==> src/rtl/chardisp_pkg.sv <==
package chardisp_pkg;

    typedef enum logic {
        SEL_DISP  = 1'b0,
        SEL_GLYPH = 1'b1
    } ram_sel_e;

    typedef enum logic [2:0] {
        OP_NONE,
        OP_STATUS,
        OP_INSTR,
        OP_WDATA,
        OP_RDATA
    } host_op_e;

    typedef enum logic {
        ST_READY = 1'b0,
        ST_EXEC  = 1'b1
    } exec_state_e;

endpackage

==> src/rtl/chardisp_exec_fsm.sv <==
module chardisp_exec_fsm
    import chardisp_pkg::*;
#(
    parameter int BUSY_CYCLES = 4
) (
    input  logic clk,
    input  logic rst_n,
    input  logic start,
    output logic busy
);
    localparam int CNT_W = (BUSY_CYCLES > 1) ? $clog2(BUSY_CYCLES) : 1;
    localparam logic [CNT_W-1:0] LOAD_VAL = CNT_W'(BUSY_CYCLES - 1);

    exec_state_e state, state_nx;
    logic [CNT_W-1:0] cnt, cnt_nx;

    // state register
    always_ff @(posedge clk) begin
        if (!rst_n) begin
            state <= ST_READY;
            cnt   <= '0;
        end else begin
            state <= state_nx;
            cnt   <= cnt_nx;
        end
    end

    // transitions: GO_EXEC, HOLD, DONE
    always_comb begin
        state_nx = state;
        cnt_nx   = cnt;
        unique case (state)
            ST_READY: begin
                if (start) begin
                    state_nx = ST_EXEC;
                    cnt_nx   = LOAD_VAL;
                end
            end
            ST_EXEC: begin
                if (cnt == '0) begin
                    state_nx = ST_READY;
                end else begin
                    cnt_nx = cnt - CNT_W'(1);
                end
            end
        endcase
    end

    // outputs
    always_comb begin
        unique case (state)
            ST_READY: busy = 1'b0;
            ST_EXEC:  busy = 1'b1;
        endcase
    end

endmodule

==> src/rtl/chardisp_addr_ctr.sv <==
module chardisp_addr_ctr
    import chardisp_pkg::*;
#(
    parameter int AC_W       = 7,
    parameter int LINE_LEN   = 40,
    parameter int LINE2_BASE = 64,
    parameter int GLYPH_AW   = 6
) (
    input  logic            clk,
    input  logic            rst_n,
    input  logic            load,
    input  logic [AC_W-1:0] load_val,
    input  ram_sel_e        load_sel,
    input  logic            step,
    input  logic            mode_set,
    input  logic            mode_inc,
    output logic [AC_W-1:0] ac,
    output ram_sel_e        sel,
    output logic            dir_inc
);
    localparam logic [AC_W-1:0] L1_FIRST = '0;
    localparam logic [AC_W-1:0] L1_LAST  = AC_W'(LINE_LEN - 1);
    localparam logic [AC_W-1:0] L2_FIRST = AC_W'(LINE2_BASE);
    localparam logic [AC_W-1:0] L2_LAST  = AC_W'(LINE2_BASE + LINE_LEN - 1);

    logic [AC_W-1:0]     ac_step;
    logic [GLYPH_AW-1:0] g_next;

    always_comb begin
        g_next = dir_inc ? ac[GLYPH_AW-1:0] + GLYPH_AW'(1)
                         : ac[GLYPH_AW-1:0] - GLYPH_AW'(1);
        if (sel == SEL_GLYPH) begin
            ac_step = AC_W'(g_next);
        end else if (dir_inc) begin
            if (ac == L1_LAST)      ac_step = L2_FIRST;
            else if (ac == L2_LAST) ac_step = L1_FIRST;
            else                    ac_step = ac + AC_W'(1);
        end else begin
            if (ac == L2_FIRST)     ac_step = L1_LAST;
            else if (ac == L1_FIRST) ac_step = L2_LAST;
            else                    ac_step = ac - AC_W'(1);
        end
    end

    always_ff @(posedge clk) begin
        if (!rst_n) begin
            ac      <= '0;
            sel     <= SEL_DISP;
            dir_inc <= 1'b1;
        end else begin
            if (load) begin
                ac  <= load_val;
                sel <= load_sel;
            end else if (step) begin
                ac <= ac_step;
            end
            if (mode_set) dir_inc <= mode_inc;
        end
    end

endmodule

==> src/rtl/chardisp_bank.sv <==
module chardisp_bank #(
    parameter int DEPTH  = 80,
    parameter int DATA_W = 8,
    parameter int IDX_W  = 7
) (
    input  logic              clk,
    input  logic              rst_n,
    input  logic              we,
    input  logic [IDX_W-1:0]  idx,
    input  logic [DATA_W-1:0] wdata,
    output logic [DATA_W-1:0] rdata
);
    logic [DATA_W-1:0] mem [DEPTH];
    logic              in_range;

    assign in_range = (int'(idx) < DEPTH);

    always_ff @(posedge clk) begin
        if (!rst_n) begin
            for (int i = 0; i < DEPTH; i++) mem[i] <= '0;
        end else if (we && in_range) begin
            mem[idx] <= wdata;
        end
    end

    always_comb begin
        rdata = '0;
        if (in_range) rdata = mem[idx];
    end

endmodule

==> src/rtl/chardisp_hostport.sv <==
module chardisp_hostport
    import chardisp_pkg::*;
#(
    parameter int DATA_W      = 8,
    parameter int LINE_LEN    = 40,
    parameter int LINE2_BASE  = 64,
    parameter int GLYPH_DEPTH = 64,
    parameter int BUSY_CYCLES = 4
) (
    input  logic              clk,
    input  logic              rst_n,
    input  logic              host_en,
    input  logic              host_rs,
    input  logic              host_rw,
    input  logic [DATA_W-1:0] host_wdata,
    output logic [DATA_W-1:0] host_rdata
);
    localparam int AC_W       = DATA_W - 1;
    localparam int GLYPH_AW   = $clog2(GLYPH_DEPTH);
    localparam int DISP_DEPTH = 2 * LINE_LEN;
    localparam int DIDX_W     = $clog2(DISP_DEPTH);

    host_op_e          op;
    logic              busy;
    logic              accept;
    logic [AC_W-1:0]   ac;
    ram_sel_e          sel;
    logic              dir_inc;
    logic              cmd_disp, cmd_glyph, cmd_mode;
    logic              load, step, mode_set;
    logic [AC_W-1:0]   load_val;
    ram_sel_e          load_sel;
    logic              disp_hit;
    logic [DIDX_W-1:0] disp_idx;
    logic [DATA_W-1:0] disp_rd, glyph_rd, mem_rd;

    // access decode
    always_comb begin
        op = OP_NONE;
        if (host_en) begin
            unique case ({host_rs, host_rw})
                2'b01: op = OP_STATUS;
                2'b00: op = OP_INSTR;
                2'b10: op = OP_WDATA;
                2'b11: op = OP_RDATA;
            endcase
        end
    end

    assign accept    = !busy && (op != OP_NONE) && (op != OP_STATUS);
    assign cmd_disp  = host_wdata[DATA_W-1];
    assign cmd_glyph = (host_wdata[DATA_W-1 -: 2] == 2'b01);
    assign cmd_mode  = (host_wdata[DATA_W-1:2] == (DATA_W-2)'(1));

    always_comb begin
        load     = 1'b0;
        step     = 1'b0;
        mode_set = 1'b0;
        load_val = host_wdata[AC_W-1:0];
        load_sel = SEL_DISP;
        if (accept) begin
            unique case (op)
                OP_INSTR: begin
                    if (cmd_disp) begin
                        load = 1'b1;
                    end else if (cmd_glyph) begin
                        load     = 1'b1;
                        load_val = AC_W'(host_wdata[GLYPH_AW-1:0]);
                        load_sel = SEL_GLYPH;
                    end else if (cmd_mode) begin
                        mode_set = 1'b1;
                    end
                end
                OP_WDATA, OP_RDATA: step = 1'b1;
                default: ;
            endcase
        end
    end

    // display address to storage index
    always_comb begin
        disp_hit = 1'b0;
        disp_idx = '0;
        if (int'(ac) < LINE_LEN) begin
            disp_hit = 1'b1;
            disp_idx = DIDX_W'(ac);
        end else if (int'(ac) >= LINE2_BASE && int'(ac) < LINE2_BASE + LINE_LEN) begin
            disp_hit = 1'b1;
            disp_idx = DIDX_W'(int'(ac) - LINE2_BASE + LINE_LEN);
        end
    end

    chardisp_exec_fsm #(
        .BUSY_CYCLES(BUSY_CYCLES)
    ) u_fsm (
        .clk   (clk),
        .rst_n (rst_n),
        .start (accept),
        .busy  (busy)
    );

    chardisp_addr_ctr #(
        .AC_W       (AC_W),
        .LINE_LEN   (LINE_LEN),
        .LINE2_BASE (LINE2_BASE),
        .GLYPH_AW   (GLYPH_AW)
    ) u_ctr (
        .clk      (clk),
        .rst_n    (rst_n),
        .load     (load),
        .load_val (load_val),
        .load_sel (load_sel),
        .step     (step),
        .mode_set (mode_set),
        .mode_inc (host_wdata[1]),
        .ac       (ac),
        .sel      (sel),
        .dir_inc  (dir_inc)
    );

    chardisp_bank #(
        .DEPTH  (DISP_DEPTH),
        .DATA_W (DATA_W),
        .IDX_W  (DIDX_W)
    ) u_disp (
        .clk   (clk),
        .rst_n (rst_n),
        .we    (accept && op == OP_WDATA && sel == SEL_DISP && disp_hit),
        .idx   (disp_idx),
        .wdata (host_wdata),
        .rdata (disp_rd)
    );

    chardisp_bank #(
        .DEPTH  (GLYPH_DEPTH),
        .DATA_W (DATA_W),
        .IDX_W  (GLYPH_AW)
    ) u_glyph (
        .clk   (clk),
        .rst_n (rst_n),
        .we    (accept && op == OP_WDATA && sel == SEL_GLYPH),
        .idx   (ac[GLYPH_AW-1:0]),
        .wdata (host_wdata),
        .rdata (glyph_rd)
    );

    assign mem_rd = (sel == SEL_GLYPH) ? glyph_rd : (disp_hit ? disp_rd : '0);

    // registered read port
    always_ff @(posedge clk) begin
        if (!rst_n) begin
            host_rdata <= '0;
        end else if (op == OP_STATUS) begin
            host_rdata <= {busy, ac};
        end else if (accept && op == OP_RDATA) begin
            host_rdata <= mem_rd;
        end
    end

endmodule

==> config.mk <==
export PLATFORM = sky130hd
export DESIGN_NAME = chardisp_hostport
export DESIGN_NICKNAME = d
export VERILOG_FILES = /design/src/rtl/chardisp_pkg.sv /design/src/rtl/chardisp_exec_fsm.sv /design/src/rtl/chardisp_addr_ctr.sv /design/src/rtl/chardisp_bank.sv /design/src/rtl/chardisp_hostport.sv
export SDC_FILE = /design/constraint.sdc
export NUM_CORES = 2
export LEC_CHECK = 0
export ABC_CLOCK_PERIOD_IN_PS = 3600
export CAP_MARGIN = 5
export CORE_MARGIN = 3
export CORE_UTILIZATION = 40
export DETAILED_ROUTE_END_ITERATION = 6
export PLACE_DENSITY = 0.54
export SLEW_MARGIN = 30
export SYNTH_ARGS = -nofsm -noshare
export SYNTH_HDL_FRONTEND = slang
export SYNTH_HIERARCHICAL = 1
export SYNTH_SLANG_ARGS = --single-unit
==> constraint.sdc <==
create_clock -name clk -period 3.6 [get_ports clk]
set_input_delay 0.72 -clock clk [delete_from_list [all_inputs] [get_ports clk]]
set_output_delay 0.72 -clock clk [all_outputs]
set_load 0.02 [all_outputs]
==> results.yml <==
placed_design:
  placed_cell_area_mm2: 0.0605
  post-dp-hpwl_um: 111000
  place_congestion: 0.893
  place_ws_ps: -416
  port_buffers: 20
timing:
  hold_violations: 0
  slew_headroom: 0.381
  setup_viol_count_final: 0
  final.setup.tns_ps: 0
  final_max_slew_viol_count: 0
  finalCritPeriodShare: 0.994
  worst_pin_slew_ps: 929
  rsz0062_at_grt: "true"
  clock_skew_ps: 29.3
  timing.final.ws_setup_ps: 23.2
  hold_ws_ps: 337
  max_freq_mhz: 280
  min_period_ps: 3580
clocking:
  cts_sinks: 1176
  hold_buffers: 0
  cts_buffers: 131
  cts_root_buffer: "clkbuf_16"
  clk_latency_ps: 750
  htreeDepth: 4
  cts_buffer_depth: 3
  cts_tree: "built"
  clkSlewWorstSetupHoldPaths_ps: 60
floorplan:
  ioPinCount: 21
  die_y_um: 380
  coreArea_mm2: 0.138
  die_w_um: 380
  die-area_mm2: 0.144
  start_util: 0.404
  num_rows: 136
min_path:
  min_path_type: "in -> reg"
  hp-start: "rst_n"
  holdPathStages: 3
  hold_end: "host_rdata[4]$_SDFFE_PN0P_"
power:
  powerDensity_mw_per_mm2: 504
  power.total_mw: 32.8
  p_leak_nw: 23.5
  ir_worst_vdd_mv: 0.397
detailed_routing:
  vias: 35400
  postRouteAntennaNets: 0
  drtPass1Iterations: 6
  viasPerCell: 5.58
  drtIter0Drc: 3973
  drcViolationCount: 0
  wl_per_cell_um: 26.6
  wirelength_um: 168000
setup_path:
  end_kind: "flip-flop"
  cp-start-kind: "flip-flop"
  cp_max_fo: 22
  critPathArrivalTime_ps: 4230
  slowest_delay_ps: 510
  critPathSlowestCell: "a31oi_1"
  r2r-end: "host_rdata[3]$_SDFFE_PN0P_"
  criticalPathCategory: "reg -> reg"
  r2r-start: "u_ctr/ac[3]$_SDFFE_PN0P_"
  path_common_cell: "buf_4"
  crit_required_ps: 4250
  ff2ff_setup_slack_ps: 20
  rr_worst_depth: 16
  crit_chain: "inv_1, ha_1, nand2b_1, buf_4, and2_4, clkbuf_4, buf_4, clkbuf_16, mux4_2, o21ai_0, a31oi_1, nand3_1, o211ai_1, and2b_2, a22oi_1, a221oi_1"
synth:
  synthArstFlopShare: 0
  synth_cell_types: 98
  synth_cells: 4129
  synth_edf_count: 1156
  ys_ff_latch: 1176
  seq_area_frac_synth: 0.628
  yosysWarnings: 6
  synth_flop_cell: "edfxtp_1"
  synth_area_per_cell_um2: 13.5
  synth_area_mm2: 0.0559
cells_and_area:
  area_growth_pct: 16.5
  layout-drive-gt1-share: 0.204
  layout_common_cells: "1162 x and2_1, 1156 x edfxtp_1, 382 x buf_4, 190 x o21ai_0, 181 x nor2_1"
  fill_cells: 12200
  insertedDiodeCount: 0
  design_area_mm2: 0.0651
  fin_nets: 4411
  mostFrequentLayoutCell: "and2_1"
global_route:
  overflow: 0
  grt_usage: 0.230
  grt_start_max_net_pins: 118
  antenna_found_initial: 1
  grt_first_pass_wirelength_um: 245000
  grt_pass1_vias: 34600
flow_run:
  drv_cap: 0
outcome:
  status: "finished clean"
==> registers in the layout, indices dropped and copies added, names as in the netlist <==
name,cells
u_disp/mem,644
u_ctr/ac,7
u_fsm/cnt,2
u_fsm/state,1
u_ctr/sel,1
u_glyph/mem,512
u_ctr/dir_inc,1
host_rdata,8
==> final cells by class <==
| cell class | count | area, µm² | share of cell area |
|---|---|---|---|
| inverter | 25 | 97.6 | 0.00150 |
| multi-input combinational | 2596 | 19200 | 0.294 |
| clock inverter | 62 | 637 | 0.00978 |
| sequential | 1176 | 35100 | 0.539 |
| timing repair buffer | 457 | 4200 | 0.0645 |
| tap | 1863 | 2330 | 0.0358 |
| clock buffer | 166 | 3560 | 0.0546 |
==> stage by stage <==
step,util,cells
2_1_floorplan,-,4132
3_3_place_gp,0.438,6096
3_5_place_dp,0.438,6096
4_1_cts,0.469,6330
5_1_grt,0.471,6345
6_report,0.471,6345
==> power by group <==
| group | internal (mW) | leakage (nW) | switching, mW |
|---|---|---|---|
| sequential | 15.5 | 12.1 | 0.190 |
| clock | 7.89 | 2.05 | 5.42 |
| combinational | 1.44 | 9.33 | 2.43 |
| total | 24.8 | 23.5 | 8.03 |
==> synth_stat cells (6+ instances only) <==
master       n  area [µm²]
a21oi_1     44         220
buf_1       14        52.6
nor3_1      14        70.1
nor2_1     188         706
a31oi_1     26         163
and3_1      15        93.8
mux2_2      51         574
nand2_1    100         375
nand3b_1     7        52.6
a311oi_1    11        96.3
a221oi_1    57         499
and2_1    1166        7290
o211ai_1    14         105
edfxtp_1  1156       34700
nor2b_1     16         100
a22oi_1    114         856
a22o_1      18         158
o21ai_1      8        40.0
buf_4       23         173
buf_6       16         180
dfxtp_1     20         400
nand2b_1    18         113
nor2_2      21         131
a211oi_1     9        67.6
ha_1        10         125
mux2i_1     89         891
buf_2       76         380
or3_1        6        37.5
clkbuf_1   198         743
o221ai_1    14         123
mux4_2     144        3240
nand3_1     45         225
inv_1       22        82.6
o22ai_1     60         375
o21ai_0    195         976
==> worst max-delay path by stage <==
stage | cells past startpoint | start | slack, ps | end
after floorplan | 10 | host_rs | 270 | u_disp/mem[37][0]$_SDFFCE_PN0P_
after CTS | 14 | u_ctr/ac[3]$_SDFFE_PN0P_ | 20 | host_rdata[5]$_SDFFE_PN0P_
final | 16 | u_ctr/ac[3]$_SDFFE_PN0P_ | 20 | host_rdata[3]$_SDFFE_PN0P_
after global routing | 14 | u_ctr/ac[3]$_SDFFE_PN0P_ | -30 | host_rdata[5]$_SDFFE_PN0P_
after global placement | 11 | host_rw | -380 | u_disp/mem[30][7]$_SDFFCE_PN0P_
after detailed placement | 10 | host_rw | -420 | u_disp/mem[39][3]$_SDFFCE_PN0P_
==> worst max-delay path: cells and delay by family (launching register included) <==
family	cells	cell delay [ps]
fa+ha+maj	1	220
buf+inv	5	790
mux	1	240
compound gates	5	1100
simple gates	4	780
flops	1	320
==> metal layers <==
layer	track usage	vias to the layer above	share of wire
met5	0	-	0
met3	0.0382	205	0.076
met2	0.350	1369	0.45
met1	0.344	18100	0.45
met4	0.0513	0	0.020
li1	-	15800	-
==> cell families (layout without fill, tap and decap cells) <==
group	Yosys count	in the layout	share of synthesized area
AOI/OAI and AO/OA	629	629	0.0756
other	1	4	0.0000671
buffers and inverters	360	710	0.0313
DFF	1176	1176	0.628
adders and majority gates	11	11	0.00260
muxes	292	292	0.0872
and+or+nand+nor	1651	1651	0.173
xor gates and xnor gates	9	9	0.00141
==> timing repair <==
item	in CTS	in global routing
gates cloned	0	3
pin swaps	0	4
buffers inserted	6	12
setup endpoints to repair	6	8
gates resized for setup	8	26
Power figures use the tool's default switching activity.
